<file path="config.mk">
export PLATFORM = sky130hd
export DESIGN_NAME = dma_cmd_bank
export DESIGN_NICKNAME = d
export VERILOG_FILES = /design/src/rtl/dmacb_pkg.sv /design/src/rtl/dmacb_addr_dec.sv /design/src/rtl/dmacb_chan_ctrl.sv /design/src/rtl/dmacb_swap.sv /design/src/rtl/dma_cmd_bank.sv
export SDC_FILE = /design/constraint.sdc
export NUM_CORES = 1
export LEC_CHECK = 0
export BUFFER_PORTS_ARGS = -buffer_cell sky130_fd_sc_hd__buf_2
export CAP_MARGIN = 25
export CORE_ASPECT_RATIO = 1.5
export CORE_MARGIN = 4
export CORE_UTILIZATION = 49
export CTS_CLUSTER_DIAMETER = 80
export DETAILED_ROUTE_END_ITERATION = 10
export PLACE_DENSITY_LB_ADDON = 0.08
export SYNTH_ARGS = -nofsm -noshare
export SYNTH_HDL_FRONTEND = slang
export SYNTH_SLANG_ARGS = --single-unit
</file>
<file path="constraint.sdc">
create_clock -name clk -period 2 [get_ports clk]
set_input_delay 0.3 -clock clk [delete_from_list [all_inputs] [get_ports clk]]
set_output_delay 0.3 -clock clk [all_outputs]
set_load 0.02 [all_outputs]
</file>
<file path="src/rtl/dmacb_pkg.sv">
package dmacb_pkg;

   // Run-control codes as written by software
   typedef enum logic [1:0] {
      RC_OFF  = 2'b00,
      RC_GO   = 2'b01,
      RC_RSV  = 2'b10,
      RC_HOLD = 2'b11
   } run_code_e;

   // Channel state, encoded so that it equals the readable run field
   typedef enum logic [1:0] {
      CH_IDLE   = 2'b00,
      CH_RUN    = 2'b01,
      CH_PAUSED = 2'b11
   } ch_state_e;

   typedef struct packed {
      logic [3:0] rsvd;
      logic       dir;
      logic       order;
      logic [1:0] run;
   } cmd_reg_t;

endpackage

</file>
<file path="src/rtl/dmacb_addr_dec.sv">
module dmacb_addr_dec #(
   parameter int ADDR_W      = 8,
   parameter int NCH         = 8,
   parameter int BASE        = 32,
   parameter int STRIDE_LOG2 = 3
) (
   input  logic [ADDR_W-1:0] addr_i,
   output logic [NCH-1:0]    sel_o
);

   localparam int STRIDE = 1 << STRIDE_LOG2;
   localparam int SPAN   = NCH * STRIDE;

   generate
      if (BASE + SPAN > (1 << ADDR_W)) begin : g_bad_span
         $error("register window exceeds the address space");
      end
      if ((BASE % STRIDE) != 0) begin : g_bad_align
         $error("base must be aligned to the channel stride");
      end
      if (NCH < 1) begin : g_bad_nch
         $error("at least one channel is required");
      end
   endgenerate

   for (genvar i = 0; i < NCH; i++) begin : g_sel
      localparam logic [ADDR_W-1:0] CH_ADDR = ADDR_W'(BASE + i * STRIDE);
      assign sel_o[i] = (addr_i == CH_ADDR);
   end

   always_comb begin
      AST_SEL_ONEHOT: assert ($onehot0(sel_o) || $isunknown(addr_i));
   end

endmodule

</file>
<file path="src/rtl/dmacb_chan_ctrl.sv">
module dmacb_chan_ctrl
   import dmacb_pkg::*;
#(
   parameter bit DIR = 1'b0
) (
   input  logic       clk,
   input  logic       rst_n,
   input  logic       wr_i,
   input  logic [7:0] wdata_i,
   input  logic       eot_i,
   output logic [7:0] reg_o,
   output logic       load_o,
   output logic       stop_o,
   output logic       run_o,
   output logic       pause_o,
   output logic       order_o
);

   cmd_reg_t  wr_word;
   run_code_e wr_code;
   ch_state_e st_q;
   logic      order_q;
   logic      load_q;
   logic      stop_q;

   assign wr_word = cmd_reg_t'(wdata_i);
   assign wr_code = run_code_e'(wr_word.run);

   always_ff @(posedge clk) begin
      if (!rst_n) begin
         st_q    <= CH_IDLE;
         order_q <= 1'b0;
         load_q  <= 1'b0;
         stop_q  <= 1'b0;
      end else begin
         load_q <= 1'b0;
         stop_q <= 1'b0;
         if (wr_i) begin
            order_q <= wr_word.order;
         end
         if (eot_i) begin
            st_q <= CH_IDLE;
         end else if (wr_i) begin
            case (wr_code)
               RC_OFF: begin
                  if (st_q != CH_IDLE) stop_q <= 1'b1;
                  st_q <= CH_IDLE;
               end
               RC_GO: begin
                  if (st_q == CH_IDLE) load_q <= 1'b1;
                  st_q <= CH_RUN;
               end
               RC_HOLD: begin
                  if (st_q == CH_RUN) st_q <= CH_PAUSED;
               end
               default: begin
                  st_q <= st_q;
               end
            endcase
         end
      end
   end

   always_comb begin
      reg_o = {4'b0000, DIR, order_q, st_q};
   end

   assign load_o  = load_q;
   assign stop_o  = stop_q;
   assign run_o   = (st_q == CH_RUN);
   assign pause_o = (st_q == CH_PAUSED);
   assign order_o = order_q;

   AST_LOAD_CAUSE: assert property (@(posedge clk) disable iff (!rst_n)
      load_o |-> $past(wr_i && wr_code == RC_GO && !eot_i));
   AST_LOAD_RUNS: assert property (@(posedge clk) disable iff (!rst_n)
      load_o |-> run_o);
   AST_STOP_CAUSE: assert property (@(posedge clk) disable iff (!rst_n)
      stop_o |-> ($past(st_q) != CH_IDLE && $past(wr_i && !eot_i)));
   AST_EOT_IDLE: assert property (@(posedge clk) disable iff (!rst_n)
      eot_i |=> (!run_o && !pause_o && !load_o && !stop_o));
   AST_RSVD_HOLD: assert property (@(posedge clk) disable iff (!rst_n)
      (wr_i && wr_code == RC_RSV && !eot_i) |=> $stable(st_q));
   AST_HOLD_IDLE: assert property (@(posedge clk) disable iff (!rst_n)
      (wr_i && wr_code == RC_HOLD && !eot_i && st_q == CH_IDLE) |=> (st_q == CH_IDLE));
   AST_NOT_BOTH: assert property (@(posedge clk) disable iff (!rst_n)
      !(run_o && pause_o));

endmodule

</file>
<file path="src/rtl/dmacb_swap.sv">
module dmacb_swap #(
   parameter int SAMPLE_W = 16
) (
   input  logic                swap_i,
   input  logic [SAMPLE_W-1:0] data_i,
   output logic [SAMPLE_W-1:0] data_o
);

   localparam int NBYTES = SAMPLE_W / 8;

   generate
      if ((SAMPLE_W % 8) != 0 || NBYTES < 2) begin : g_bad_w
         $error("sample width must be a whole number of bytes, at least two");
      end
   endgenerate

   logic [SAMPLE_W-1:0] rev;

   for (genvar b = 0; b < NBYTES; b++) begin : g_rev
      assign rev[b*8 +: 8] = data_i[(NBYTES-1-b)*8 +: 8];
   end

   assign data_o = swap_i ? rev : data_i;

   always_comb begin
      AST_SWAP_LOW: assert (swap_i !== 1'b1 || data_o[7:0] == data_i[SAMPLE_W-1 -: 8]);
   end

endmodule

</file>
<file path="src/rtl/dma_cmd_bank.sv">
module dma_cmd_bank
   import dmacb_pkg::*;
#(
   parameter int           NCH         = 8,
   parameter int           ADDR_W      = 8,
   parameter int           BASE        = 32,
   parameter int           STRIDE_LOG2 = 3,
   parameter logic [NCH-1:0] DIR_MASK  = 8'h2A,
   parameter int           SAMPLE_W    = 16
) (
   input  logic                    clk,
   input  logic                    rst_n,
   input  logic [ADDR_W-1:0]       bus_addr,
   input  logic                    bus_wr,
   input  logic [7:0]              bus_wdata,
   output logic [7:0]              bus_rdata,
   input  logic [NCH-1:0]          eot_evt,
   output logic [NCH-1:0]          load_ptr,
   output logic [NCH-1:0]          stop_pulse,
   output logic [NCH-1:0]          ch_running,
   output logic [NCH-1:0]          ch_paused,
   input  logic [$clog2(NCH)-1:0]  smp_ch,
   input  logic [SAMPLE_W-1:0]     smp_in,
   output logic [SAMPLE_W-1:0]     smp_out
);

   localparam int CH_W = $clog2(NCH);

   generate
      if (NCH < 2) begin : g_bad_nch
         $error("bank needs at least two channels");
      end
   endgenerate

   logic [NCH-1:0] sel;
   logic [7:0]     regs  [NCH];
   logic [NCH-1:0] order_vec;

   dmacb_addr_dec #(
      .ADDR_W      (ADDR_W),
      .NCH         (NCH),
      .BASE        (BASE),
      .STRIDE_LOG2 (STRIDE_LOG2)
   ) dec_i (
      .addr_i (bus_addr),
      .sel_o  (sel)
   );

   for (genvar i = 0; i < NCH; i++) begin : g_ch
      dmacb_chan_ctrl #(
         .DIR (DIR_MASK[i])
      ) ctl_i (
         .clk     (clk),
         .rst_n   (rst_n),
         .wr_i    (bus_wr && sel[i]),
         .wdata_i (bus_wdata),
         .eot_i   (eot_evt[i]),
         .reg_o   (regs[i]),
         .load_o  (load_ptr[i]),
         .stop_o  (stop_pulse[i]),
         .run_o   (ch_running[i]),
         .pause_o (ch_paused[i]),
         .order_o (order_vec[i])
      );
   end

   always_comb begin
      bus_rdata = 8'h00;
      for (int i = 0; i < NCH; i++) begin
         if (sel[i]) bus_rdata = bus_rdata | regs[i];
      end
   end

   logic smp_swap;
   always_comb begin
      smp_swap = 1'b0;
      if (int'(smp_ch) < NCH) smp_swap = order_vec[smp_ch];
   end

   dmacb_swap #(
      .SAMPLE_W (SAMPLE_W)
   ) swap_i (
      .swap_i (smp_swap),
      .data_i (smp_in),
      .data_o (smp_out)
   );

   AST_RD_UPPER: assert property (@(posedge clk) disable iff (!rst_n)
      bus_rdata[7:4] == 4'h0);
   AST_RD_UNMAPPED: assert property (@(posedge clk) disable iff (!rst_n)
      (sel == '0) |-> (bus_rdata == 8'h00));
   AST_LOAD_STOP_EXCL: assert property (@(posedge clk) disable iff (!rst_n)
      (load_ptr & stop_pulse) == '0);
   AST_ONE_LOAD: assert property (@(posedge clk) disable iff (!rst_n)
      $onehot0(load_ptr));

endmodule

</file>
# == Word level (Yosys, flattened, before mapping) ==
# Cells that the tools add are included.
# word_totals
register_bits,40
out_inout_bits,56
word_cells,186
# op_classes
order_cmp,1
n_eq_ne,34
muxes,43
bitwise,18
n_reduce_logical,58
# ops
cell,count
$reduce_or A4 Y1,16
$mux W8,6
$pmux W2 S3,8
$eq A8 B6 Y1 const B,4
$eq A8 B7 Y1 const B,4
$or A8 B3 Y8,4
$reduce_and A3 Y1,8
$eq A2 B1 Y1 const B,9
$eq A2 B2 Y1 const B,9
$logic_not A2 Y1,9
$mux W1,17
$mux W16,1
$mux W2,8
$ne A2 B1 Y1 const B,8
$or A8 B4 Y8,2
$reduce_bool A2 Y1,8
$reduce_or A2 Y1,8
$not A1 Y1,11
$logic_and A1 B1 Y1,8
$lt A3 B4 Y1 const B,1
$mux W4,1
$or A3 B4 Y4,1
$bmux W1 S3,1
$mux W3,1
$reduce_bool A3 Y1,1

# == Logic depth before layout (Yosys ltp) ==
# depth
word_depth,16
ltp_mapped,6
ltp_nobuf,4

# == Hierarchy ==
# From an unflattened synthesis, not the netlist that was laid out.
# hier_totals
cells_unflattened,318
area_unflattened_um2,2825.2
# by_module_without_submodules
mod,n_inst,cells_each,area_each_um2,seq_area_each_um2
dmacb_chan_ctrl at g_ch[0].ctl_i ...,5,28,254.0,100.1
dmacb_chan_ctrl at g_ch[1].ctl_i ...,3,29,257.7,100.1
dma_cmd_bank,1,59,434.2,0.0
dmacb_swap,1,18,249.0,0.0
dmacb_addr_dec,1,14,98.8,0.0

# == Worst setup path after synthesis ==
# OpenSTA, ideal clock, no wires.
# synth_path
path_kind,in2out
from,in smp_ch[0]
to,out smp_out[11]
t_arrival_ns,1.602
t_required_ns,1.700
path_slack_ns,0.098
stages,4
path_buffers,1
cell_sequence,mux4_2 -> mux2i_4 -> buf_12 -> mux2_4
# synth_via
elab_chain_len,3
# synth_rtl
item,line_no,rtl
from (decl),dma_cmd_bank.sv:22,"input logic [$clog2(NCH)-1:0] smp_ch,"
$bmux W1 S3,dma_cmd_bank.sv:77,if (int'(smp_ch) < NCH) smp_swap = order_vec[smp_ch];
$mux W1 (implied by the code),dma_cmd_bank.sv:77,
$mux W16,dmacb_swap.sv:23,assign data_o = swap_i ? rev : data_i;
to (decl),dma_cmd_bank.sv:24,output logic [SAMPLE_W-1:0] smp_out
# No other way between the ends. The select of a mux whose other input is x is not followed.

# == Worst setup path after layout ==
# layout_path
from,reg g_ch[5].ctl_i.order_q
to,out smp_out[9]
# layout_via
elab_chain_len,3
# layout_rtl
item,line_no,rtl
from (decl),dmacb_chan_ctrl.sv:22,logic order_q;
from (signal assigned),dmacb_chan_ctrl.sv:39,order_q <= wr_word.order;
$bmux W1 S3,dma_cmd_bank.sv:77,
$mux W1 (implied by the code),dma_cmd_bank.sv:77,
$mux W16,dmacb_swap.sv:23,
# No other way between the ends. The select of a mux whose other input is x is not followed.

==> impl_metrics.env <==
export IMPL_status="finished with violations"
export IMPL_finalHoldViolCount=0
export IMPL_globalplace_congestion=0.811
export IMPL_synth_seq_cells=40
export IMPL_fin_setup_tns_ns=-4.36
export IMPL_cts_htree_levels=2
export IMPL_syn_mean_instance_area_um2=9.37
export IMPL_synth_compound_area_share_pct=9.53
export IMPL_crit_arrival_ns=2.00
export IMPL_nNetsFinal=389
export IMPL_cts_tree="done"
export IMPL_fin_crit_ns=2.30
export IMPL_initial_core_util_pct=51.7
export IMPL_cp_max_fo=8
export IMPL_seq_area_um2=808
export IMPL_cts_hold_buf=0
export IMPL_synth_area_mux_share_pct=16.7
export IMPL_cts_root_buf="clkbuf_8"
export IMPL_grt_overflow_total=0
export IMPL_syn_inst=272
export IMPL_diodes=0
export IMPL_grt_first_pass_wirelength_um=9160
export IMPL_slowest_delay_ns=0.49
export IMPL_crit_type="reg2out"
export IMPL_place_inst=398
export IMPL_synthTopCellsByArea="dfxtp_1 31%, buf_4 11%, mux2_4 5.9%"
export IMPL_synth_xor_area_share_pct=0
export IMPL_critPathLaunchType="flop"
export IMPL_dieArea_um2=6440
export IMPL_routed_wirelength_um=6290
export IMPL_drtIter0Drc=67
export IMPL_antenna_found_initial=0
export IMPL_finalSetupViolCount=16
export IMPL_maxCapViolCount=0
export IMPL_final_common_cell="buf_2"
export IMPL_dpl_hpwl_um=4530
export IMPL_multi_input_area_um2=1440
export IMPL_synth_edf_count=0
export IMPL_irDropWorstVdd_mv=0.266
export IMPL_drc=0
export IMPL_drive_above_1_share_pct=43.7
export IMPL_fin_skew_ns=0.00126
export IMPL_async_reset_ff_share_pct=0
export IMPL_yosysTopAreaCell="dfxtp_1"
export IMPL_p_per_area_nw_per_um2=493
export IMPL_drt_vias_per_instance=5.33
export IMPL_routedWlPerCell_um=15.4
export IMPL_leakage_nw=1.53
export IMPL_die_h_um=96.3
export IMPL_synth_top_family_by_area="simple AND/OR/NAND/NOR gates"
export IMPL_area_delta_synth_final_pct=23.7
export IMPL_clk_latency_ns=0.29
export IMPL_fin_crit_sh_pct=115
export IMPL_port_buffers=92
export IMPL_fmaxAchievable_mhz=435
export IMPL_numCtsBuffers=5
export IMPL_grt_max_degree=21
export IMPL_ctsLongestPathBuffers=2
export IMPL_crit_chain="mux4_2, mux2i_4, clkbuf_16, mux2_4, buf_6"
export IMPL_core_area_um2=4930
export IMPL_first_global_vias=2021
export IMPL_ant_nets=0
export IMPL_cp_slowest_cell="mux4_2"
export IMPL_die_x_um=66.9
export IMPL_yosysWarnings=0
export IMPL_vias=2181
export IMPL_cp_end_kind="output pin"
export IMPL_final_cells=409
export IMPL_ys_types=49
export IMPL_violations="negative setup slack"
export IMPL_netlist_area_um2=2550
export IMPL_hold_path_class="in2reg"
export IMPL_final_cell_mix="76 x buf_2, 34 x dfxtp_1, 23 x nor2b_1"
export IMPL_finalWorstSetupSlack_ns=-0.298
export IMPL_num_rows=31
export IMPL_clock_sinks=40
export IMPL_drt_first_pass_iters=4
export IMPL_ys_seq_area_share_pct=31.4
export IMPL_synthSimpleGateAreaFrac_pct=28.2
export IMPL_yosys_area_share_adder_pct=0
export IMPL_synthFlopType="dfxtp_1"
export IMPL_dp_slack_ns=-0.0720
export IMPL_track_usage_pct=18.8
export IMPL_clk_pin_slew_ns=0.07
export IMPL_n_fill_cell=444
export IMPL_io_pins=102
export IMPL_synth_top_area_share_pct=31.4
export IMPL_drv_slew=0
export IMPL_required_ns=1.70
export IMPL_rsz0062_at_grt="true"
[repair_timing]
action,in CTS,in global routing
endpoints found under the setup margin,16,18
cloned,0,1
resized for setup,6,39
buffers inserted,0,3
[synth_stat cells, types with 5 or more instances]
cell       n
a22o_1     7
and2_1     8
buf_4     37
clkbuf_1   6
dfxtp_1   40
mux2_1     6
mux2_4    10
mux2i_1   14
nand2_1   15
nand3_1   16
nor2_1    16
nor2b_1   23
nor3_1     5
nor4_1     8
[routing by layer]
| layer | up-vias | global-route usage [%] | part of all wire [%] |
|---|---|---|---|
| li1 | 1084 | - | - |
| met1 | 1011 | 21.3 | 40 |
| met2 | 74 | 33.3 | 52 |
| met3 | 12 | 3.74 | 6.1 |
| met4 | 0 | 8.97 | 2.3 |
| met5 | - | 0 | 0 |
[cell type report]
| type | instances | share of cell area [%] |
|---|---|---|
| multi-input cells | 185 | 45.6 |
| flip-flops and latches | 40 | 25.6 |
| repair buffers | 110 | 23.4 |
| well taps | 66 | 2.62 |
| clock buffers | 5 | 2.18 |
| clock inverters | 2 | 0.397 |
| inverters | 1 | 0.119 |
[registers in the layout, summed over array words and instances, names as in the netlist]
name,flops
g_ch.ctl_i.stop_o,8
g_ch.ctl_i.load_o,8
g_ch.ctl_i.st_q,16
g_ch.ctl_i.order_o,8
[metrics by stage]
step	util, %	hold WS, ns	total power [mW]	instance area, um2
5_1_grt	64.0	0.298	1.62	3150
3_5_place_dp	58.6	0.482	1.02	2890
4_1_cts	60.6	0.266	1.54	2980
2_1_floorplan	-	0.453	0.932	2560
3_3_place_gp	58.6	0.478	1.02	2890
6_report	64.0	0.274	1.55	3150
[cells by family after synthesis]
group | count (synthesis)
muxes | 33
and+or+nand+nor | 118
AOI/OAI and AO/OA | 30
DFF | 40
other | 1
buffers and inverters | 50
[final timing paths]
| check | start | to | slack, ns | depth (start not counted) |
|---|---|---|---|---|
| worst max register to register | g_ch[0].ctl_i.st_q[0] | g_ch[0].ctl_i.st_q[1] | 1.13 | 3 |
| worst min-delay path | eot_evt[4] | g_ch[4].ctl_i.st_q[1] | 0.27 | 3 |
| worst min register to register | g_ch[1].ctl_i.order_o | g_ch[1].ctl_i.order_o | 0.49 | 2 |
| worst max-delay path | g_ch[5].ctl_i.order_o | smp_out[9] | -0.30 | 5 |
[critical path, delay by kind of cell (launching register included)]
family,cells,cell delay (ns)
buf+inv,2,0.34
flops,1,0.33
mux,3,1.04
[power by group]
part	leakage, nW	internal, mW	switching [mW]
sequential	0.325	0.796	0.000199
combinational	1.17	0.117	0.125
clock	0.0400	0.236	0.278
No activity file was read; power rests on OpenSTA's default activity.
